<file path="src/rtl/pwrc_pkg.sv">
`timescale 1ns/1ps
package pwrc_pkg;

  typedef enum logic [2:0] {
    REG_CORE_OFF = 3'd0,
    REG_CORE_ON  = 3'd1,
    REG_CL_OFF   = 3'd2,
    REG_WAKE_EN  = 3'd3,
    REG_STATUS   = 3'd4
  } reg_sel_e;

  typedef enum logic [1:0] {
    RSN_RESET = 2'd0,
    RSN_CMD   = 2'd1,
    RSN_WAKE  = 2'd2,
    RSN_RSVD  = 2'd3
  } pwr_reason_e;

endpackage

</file>
<file path="src/rtl/pwrc_aff_decode.sv">
`timescale 1ns/1ps
module pwrc_aff_decode #(
  parameter int NUM_CLUSTERS      = 2,
  parameter int CORES_PER_CLUSTER = 4,
  parameter int IDX_W             = 3,
  parameter int CL_W              = 1
) (
  input  logic [23:0]      aff_i,
  output logic             hit_o,
  output logic [IDX_W-1:0] idx_o,
  output logic [CL_W-1:0]  cl_o
);

  logic upper_ok, cl_ok, core_ok;

  always_comb begin
    upper_ok = (aff_i[23:16] == 8'd0);
    cl_ok    = (aff_i[15:8] < 8'(NUM_CLUSTERS));
    core_ok  = (aff_i[7:0]  < 8'(CORES_PER_CLUSTER));
    hit_o    = upper_ok && cl_ok && core_ok;
    idx_o    = IDX_W'(aff_i[15:8]) * IDX_W'(CORES_PER_CLUSTER) + IDX_W'(aff_i[7:0]);
    cl_o     = CL_W'(aff_i[15:8]);
  end

endmodule

</file>
<file path="src/rtl/pwrc_core_slice.sv">
`timescale 1ns/1ps
module pwrc_core_slice
  import pwrc_pkg::*;
#(
  parameter bit START_ON = 1'b0
) (
  input  logic        clk_i,
  input  logic        rst_ni,
  input  logic        cmd_on_i,
  input  logic        cmd_off_i,
  input  logic        wen_wr_i,
  input  logic        wen_val_i,
  input  logic        wfi_i,
  input  logic        irq_i,
  input  logic        cl_down_i,
  output logic        on_o,
  output logic        pend_o,
  output logic        wen_o,
  output logic [1:0]  rsn_o,
  output logic        on_req_o
);

  logic        on_q, on_d;
  logic        pend_q, pend_d;
  logic        wen_q, wen_d;
  pwr_reason_e rsn_q, rsn_d;
  logic        wake_evt;

  assign wake_evt = !on_q && wen_q && irq_i;
  assign on_req_o = cmd_on_i || wake_evt;

  // next state
  always_comb begin
    on_d   = on_q;
    pend_d = pend_q;
    rsn_d  = rsn_q;
    wen_d  = wen_wr_i ? wen_val_i : wen_q;
    if (cmd_on_i) begin
      on_d   = 1'b1;
      pend_d = 1'b0;
      if (!on_q) rsn_d = RSN_CMD;
    end else if (cl_down_i) begin
      on_d   = 1'b0;
      pend_d = 1'b0;
    end else if (wake_evt) begin
      on_d   = 1'b1;
      rsn_d  = RSN_WAKE;
    end else if (on_q && pend_q && wfi_i) begin
      on_d   = 1'b0;
      pend_d = 1'b0;
    end else if (cmd_off_i && on_q) begin
      pend_d = 1'b1;
    end
  end

  // state registers
  always_ff @(posedge clk_i or negedge rst_ni) begin
    if (!rst_ni) begin
      on_q   <= START_ON;
      pend_q <= 1'b0;
      wen_q  <= 1'b0;
      rsn_q  <= RSN_RESET;
    end else begin
      on_q   <= on_d;
      pend_q <= pend_d;
      wen_q  <= wen_d;
      rsn_q  <= rsn_d;
    end
  end

  assign on_o   = on_q;
  assign pend_o = pend_q;
  assign wen_o  = wen_q;
  assign rsn_o  = rsn_q;


  pend_needs_on_chk: assert property (@(posedge clk_i) disable iff (!rst_ni)
    pend_q |-> on_q);


  off_only_by_standby_chk: assert property (@(posedge clk_i) disable iff (!rst_ni)
    $fell(on_q) |-> $past(wfi_i || cl_down_i));


  wake_powers_on_chk: assert property (@(posedge clk_i) disable iff (!rst_ni)
    (!on_q && wen_q && irq_i) |=> on_q);


  cmd_on_wins_chk: assert property (@(posedge clk_i) disable iff (!rst_ni)
    cmd_on_i |=> (on_q && !pend_q));

endmodule

</file>
<file path="src/rtl/pwrc_cluster_slice.sv">
`timescale 1ns/1ps
module pwrc_cluster_slice #(
  parameter bit START_ON = 1'b0
) (
  input  logic clk_i,
  input  logic rst_ni,
  input  logic cmd_off_i,
  input  logic on_req_i,
  input  logic wfi_i,
  output logic on_o,
  output logic pend_o,
  output logic down_o
);

  logic on_q, on_d;
  logic pend_q, pend_d;

  assign down_o = pend_q && wfi_i && !on_req_i;

  // next state
  always_comb begin
    on_d   = on_q;
    pend_d = pend_q;
    if (on_req_i) begin
      on_d   = 1'b1;
      pend_d = 1'b0;
    end else if (down_o) begin
      on_d   = 1'b0;
      pend_d = 1'b0;
    end else if (cmd_off_i && on_q) begin
      pend_d = 1'b1;
    end
  end

  // state registers
  always_ff @(posedge clk_i or negedge rst_ni) begin
    if (!rst_ni) begin
      on_q   <= START_ON;
      pend_q <= 1'b0;
    end else begin
      on_q   <= on_d;
      pend_q <= pend_d;
    end
  end

  assign on_o   = on_q;
  assign pend_o = pend_q;


  cl_off_by_standby_chk: assert property (@(posedge clk_i) disable iff (!rst_ni)
    $fell(on_q) |-> $past(wfi_i && pend_q));


  cl_on_req_chk: assert property (@(posedge clk_i) disable iff (!rst_ni)
    on_req_i |=> (on_q && !pend_q));

endmodule

</file>
<file path="src/rtl/cluster_pwr_ctrl.sv">
`timescale 1ns/1ps
module cluster_pwr_ctrl
  import pwrc_pkg::*;
#(
  parameter int NUM_CLUSTERS      = 2,
  parameter int CORES_PER_CLUSTER = 4,
  parameter logic [NUM_CLUSTERS*CORES_PER_CLUSTER-1:0] STARTUP_MASK =
    (NUM_CLUSTERS*CORES_PER_CLUSTER)'((1 << CORES_PER_CLUSTER) - 1)
) (
  input  logic                                        clk_i,
  input  logic                                        rst_ni,
  input  logic                                        bus_wr_i,
  input  logic [4:0]                                  bus_addr_i,
  input  logic [31:0]                                 bus_wdata_i,
  output logic [31:0]                                 bus_rdata_o,
  input  logic [NUM_CLUSTERS*CORES_PER_CLUSTER-1:0]   core_wfi_i,
  input  logic [NUM_CLUSTERS-1:0]                     cluster_wfi_i,
  input  logic [NUM_CLUSTERS*CORES_PER_CLUSTER-1:0]   wake_irq_i,
  output logic [NUM_CLUSTERS*CORES_PER_CLUSTER-1:0]   core_pwr_en_o,
  output logic [NUM_CLUSTERS-1:0]                     cluster_pwr_en_o
);

  localparam int NCORES = NUM_CLUSTERS * CORES_PER_CLUSTER;
  localparam int IDX_W  = (NCORES > 1) ? $clog2(NCORES) : 1;
  localparam int CL_W   = (NUM_CLUSTERS > 1) ? $clog2(NUM_CLUSTERS) : 1;

  reg_sel_e          reg_sel;
  logic              w_hit;
  logic [IDX_W-1:0]  w_idx;
  logic [CL_W-1:0]   w_cl;
  logic              s_hit;
  logic [IDX_W-1:0]  s_idx;
  logic [CL_W-1:0]   s_cl;
  logic [23:0]       sel_q, sel_d;

  logic [NCORES-1:0]            core_on, core_pend, core_wen, on_req;
  logic [NCORES-1:0][1:0]       core_rsn;
  logic [NUM_CLUSTERS-1:0]      cl_on, cl_pend, cl_down;

  logic unused_bits;
  assign unused_bits = ^{bus_addr_i[1:0], bus_wdata_i[30:24], s_hit};

  assign reg_sel = reg_sel_e'(bus_addr_i[4:2]);

  pwrc_aff_decode #(
    .NUM_CLUSTERS(NUM_CLUSTERS), .CORES_PER_CLUSTER(CORES_PER_CLUSTER),
    .IDX_W(IDX_W), .CL_W(CL_W)
  ) i_wr_dec (
    .aff_i(bus_wdata_i[23:0]), .hit_o(w_hit), .idx_o(w_idx), .cl_o(w_cl)
  );

  pwrc_aff_decode #(
    .NUM_CLUSTERS(NUM_CLUSTERS), .CORES_PER_CLUSTER(CORES_PER_CLUSTER),
    .IDX_W(IDX_W), .CL_W(CL_W)
  ) i_sel_dec (
    .aff_i(sel_q), .hit_o(s_hit), .idx_o(s_idx), .cl_o(s_cl)
  );

  // status selector
  always_comb begin
    sel_d = sel_q;
    if (bus_wr_i && reg_sel == REG_STATUS && w_hit) sel_d = bus_wdata_i[23:0];
  end

  always_ff @(posedge clk_i or negedge rst_ni) begin
    if (!rst_ni) sel_q <= 24'd0;
    else         sel_q <= sel_d;
  end

  // per-cluster and per-core slices
  for (genvar c = 0; c < NUM_CLUSTERS; c++) begin : g_cl
    logic cl_cmd_off;
    assign cl_cmd_off = bus_wr_i && reg_sel == REG_CL_OFF && w_hit && w_cl == CL_W'(c);

    pwrc_cluster_slice #(
      .START_ON(|STARTUP_MASK[c*CORES_PER_CLUSTER +: CORES_PER_CLUSTER])
    ) i_cl (
      .clk_i(clk_i), .rst_ni(rst_ni),
      .cmd_off_i(cl_cmd_off),
      .on_req_i(|on_req[c*CORES_PER_CLUSTER +: CORES_PER_CLUSTER]),
      .wfi_i(cluster_wfi_i[c]),
      .on_o(cl_on[c]), .pend_o(cl_pend[c]), .down_o(cl_down[c])
    );

    for (genvar k = 0; k < CORES_PER_CLUSTER; k++) begin : g_core
      localparam int I = c * CORES_PER_CLUSTER + k;
      logic tgt;
      assign tgt = bus_wr_i && w_hit && w_idx == IDX_W'(I);

      pwrc_core_slice #(.START_ON(STARTUP_MASK[I])) i_core (
        .clk_i(clk_i), .rst_ni(rst_ni),
        .cmd_on_i(tgt && reg_sel == REG_CORE_ON),
        .cmd_off_i(tgt && reg_sel == REG_CORE_OFF),
        .wen_wr_i(tgt && reg_sel == REG_WAKE_EN),
        .wen_val_i(bus_wdata_i[31]),
        .wfi_i(core_wfi_i[I]),
        .irq_i(wake_irq_i[I]),
        .cl_down_i(cl_down[c]),
        .on_o(core_on[I]), .pend_o(core_pend[I]), .wen_o(core_wen[I]),
        .rsn_o(core_rsn[I]), .on_req_o(on_req[I])
      );


      core_in_live_cluster_chk: assert property (@(posedge clk_i) disable iff (!rst_ni)
        core_on[I] |-> cl_on[c]);
    end
  end

  // read mux
  always_comb begin
    bus_rdata_o = 32'd0;
    if (reg_sel == REG_STATUS) begin
      bus_rdata_o = {1'b0, cl_on[s_cl], core_on[s_idx], core_wen[s_idx],
                     cl_pend[s_cl], core_pend[s_idx], core_rsn[s_idx], sel_q};
    end
  end

  assign core_pwr_en_o    = core_on;
  assign cluster_pwr_en_o = cl_on;


  cl_down_clears_cores_chk: assert property (@(posedge clk_i) disable iff (!rst_ni)
    $fell(cl_on[0]) |-> (core_on[CORES_PER_CLUSTER-1:0] == '0));

endmodule

</file>
<file path="config.mk">
export PLATFORM = sky130hd
export DESIGN_NAME = cluster_pwr_ctrl
export DESIGN_NICKNAME = d
export VERILOG_FILES = /design/src/rtl/pwrc_pkg.sv /design/src/rtl/pwrc_aff_decode.sv /design/src/rtl/pwrc_core_slice.sv /design/src/rtl/pwrc_cluster_slice.sv /design/src/rtl/cluster_pwr_ctrl.sv
export SDC_FILE = /design/constraint.sdc
export NUM_CORES = 1
export LEC_CHECK = 0
export ABC_AREA = 1
export BUFFER_PORTS_ARGS = -buffer_cell sky130_fd_sc_hd__buf_4
export CAP_MARGIN = 20
export CELL_PAD_IN_SITES_DETAIL_PLACEMENT = 0
export CELL_PAD_IN_SITES_GLOBAL_PLACEMENT = 1
export CORE_ASPECT_RATIO = 0.9
export CORE_MARGIN = 4
export CORE_UTILIZATION = 38
export CTS_CLUSTER_DIAMETER = 60
export DETAILED_ROUTE_END_ITERATION = 16
export GPL_TIMING_DRIVEN = 0
export PLACE_DENSITY_LB_ADDON = 0.1
export RECOVER_POWER = 25
export SLEW_MARGIN = 20
export SYNTH_ARGS = -nofsm -noshare
export SYNTH_HDL_FRONTEND = slang
export SYNTH_HIERARCHICAL = 1
export SYNTH_SLANG_ARGS = --single-unit
</file>
<file path="constraint.sdc">
create_clock -name clk_i -period 1.8 [get_ports clk_i]
set_clock_uncertainty 0.15 [all_clocks]
set_input_delay 0.36 -clock clk_i [delete_from_list [all_inputs] [get_ports clk_i]]
set_output_delay 0.36 -clock clk_i [all_outputs]
set_load 0.1 [all_outputs]
</file>
==> run metrics <==
outcome=finished, violations left; violated checks=max-capacitance violations, max-slew violations, negative setup slack; total net switching power=0.8153 mW; GR Util met2=33.92%; TritonRoute pass-1 iters=7; initial antenna violation count=0; vias per inst=4.737; grt met3 use=3.904%; reg2reg setup slack=0.01 ns; synthesized cell area=4041 sq um; number of routed nets with antenna violations=0; crit path capture type=output pin; slew margin rel.=-6.002%; Synthesis Warnings=6; final worst path period need=2.194 ns; max_cap viols=1; count of final setup violators=83; die width=116.7 um; nets=792; clock share of power=52.1%; gpl congestion=0.8260; cell internal pwr=2.977 mW; # DRC=0; hold_buf cts=0; WHS=0.1115 ns; clock transition at the registers of the reported paths=0.06 ns; Switching Share=21.50%; reg-to-reg startpoint=g_cl[0].g_core[0].i_core/on_o; Syn Nets=654; Mapped Cells=596; initial core utilization=39.10%; # clock sinks=68; part of the cycle the worst path needs=121.9%; WHS Endpoint=sel_q[4]; slowest cell on the critical path=dfrtp_1; Slew Viols, Final=69; global-route wire length before repair=20.22 mm; die height=105.8 um; min-delay src=bus_wdata_i[4]; Req. time, crit path=1.29 ns; VDD IR-drop max=0.4733 mV; DP Wirelength=8.398 mm; endpoints failing hold=0; clk buf depth=2; Reg2Reg Depth=7; Tightest Hold Check Type=input pin to register; crit-path cells=buf_6 -> clkbuf_16 -> nand2_2 -> nand3_2 -> nand3_2 -> nand2_2 -> nor2_4 -> buf_12; synth-to-layout area growth=74.06%; DRC marker count from the first detailed-route iteration=194; largest net degree at the start of global routing=69; H-tree level count=3; core area=10330 sq um; crit-path max FO=10; Num CTS Buffers=9; clock latency on the worst-skew pair=0.33 ns; non-filler cells, final=868; dpl ws=-0.7358 ns; Logic pwr share=7.5%; area of placed instances=5303 sq um; Worst path max stage delay=0.40 ns; placed cells=814; share of layout cells above drive strength 1=51.15%; gr busiest metal=met2; CP Launch Type=register; hold path cells=3; met1 usage=28.90%; vias=4112; PnR worst setup slack=-0.3943 ns; Port Buffer Count=89; r2r endpoint=g_cl[0].g_core[3].i_core/pend_o; RSZ-0062 raised after global routing=true; fmax=0.4557 GHz; CTS tree=done; Critical Path AT=1.68 ns; antenna cell count=0; Pleak=3.282 nW; Worst-Margin Slew=1.590 ns; total wire length=12.58 mm; # IOs=100; GRT overflow=0; synthesized area per cell=6.781 sq um; design area=7034 sq um; Cell Pwr Density=539.1 nW/um^2; FP Rows=35; final core occ=68.06%; vias in the first global route=4061; Tot GR Track Use=20.85%; Sequential Power Share=40.3%; CTS Root Cell=clkbuf_16; Setup Crit Path Kind=register to output pin; wire length per cell=14.49 um; Die Area=12350 sq um
-- per-layer routing --
metal | vias up | routed length [um] | part of all wire [%]
met4 | 0 | 130 | 1.0
met5 | - | 0 | 0
met1 | 1957 | 5811 | 46
met2 | 84 | 6140 | 49
met3 | 12 | 493 | 3.9
li1 | 2059 | - | -
-- registers in the layout, summed over array words and instances (netlist names) --
name,count
g_cl.g_core.i_core/on_o,8
g_cl.i_cl/pend_o,2
g_cl.g_core.i_core/rsn_o,16
g_cl.g_core.i_core/wen_o,8
sel_q,24
g_cl.i_cl/on_o,2
g_cl.g_core.i_core/pend_o,8
-- metrics by stage --
stage | TNS (ns) | total power, mW
detailed placement | -36.79 | 1.797
floorplan | -11.13 | 1.648
finish | -7.973 | 3.792
global placement | -35.85 | 1.795
global route | -23.48 | 3.910
CTS | -9.389 | 3.825
-- layout by cell type, fill, tap and decap left out, drive strengths merged --
cell type / n
clkinv: 3
xor2: 2
nand3: 61
a21oi: 20
nor3: 1
bufinv: 2
o21ai: 32
dfrtp: 63
clkbuf: 22
conb: 1
nand2: 137
mux2: 8
nor2: 113
dfstp: 5
inv: 132
buf: 137
-- final cells by class --
class	instances	area, sq um
clock inverters	4	70.07
flip-flops and latches	68	1738
fillers	855	3301
repair buffers	127	1500
clock buffers	12	266.5
multi-input cells	375	2511
well taps	129	161.4
plain buffers	20	269.0
inverters	133	518.0
-- worst max path at each step --
stage	startpoint	cells past startpoint	slack, ns	to
after CTS	sel_q[0]	8	-0.37	bus_rdata_o[26]
after floorplan	bus_addr_i[4]	5	-0.29	bus_rdata_o[10]
after detailed placement	bus_wdata_i[22]	19	-0.74	g_cl[1].g_core[3].i_core/rsn_o[0]
after global placement	bus_wdata_i[4]	18	-0.70	g_cl[0].g_core[3].i_core/rsn_o[1]
final	sel_q[0]	8	-0.39	bus_rdata_o[29]
after global routing	sel_q[0]	9	-0.47	bus_rdata_o[28]
-- what timing repair did --
action	in CTS	in global routing
cloned	4	0
pin swaps	58	57
endpoints found under the setup margin	69	101
resized for setup	193	96
buffers inserted	29	6
-- power groups by stage --
stage | sequential (mW) | clock (mW) | combinational [mW]
final | 1.53 | 1.98 | 0.286
after global routing | 1.53 | 2.07 | 0.311
after CTS | 1.53 | 2.01 | 0.282
after detailed placement | 1.56 | 0 | 0.241
after global placement | 1.56 | 0 | 0.239
after floorplan | 1.56 | 0 | 0.0918
-- critical path, delay by kind of cell, from the launching register on --
kind / cells / cell delay [ns]
and+or+nand+nor: 5 / 0.45
DFF: 1 / 0.40
buffers and inverters: 3 / 0.49
Power figures use the tool's default switching activity.
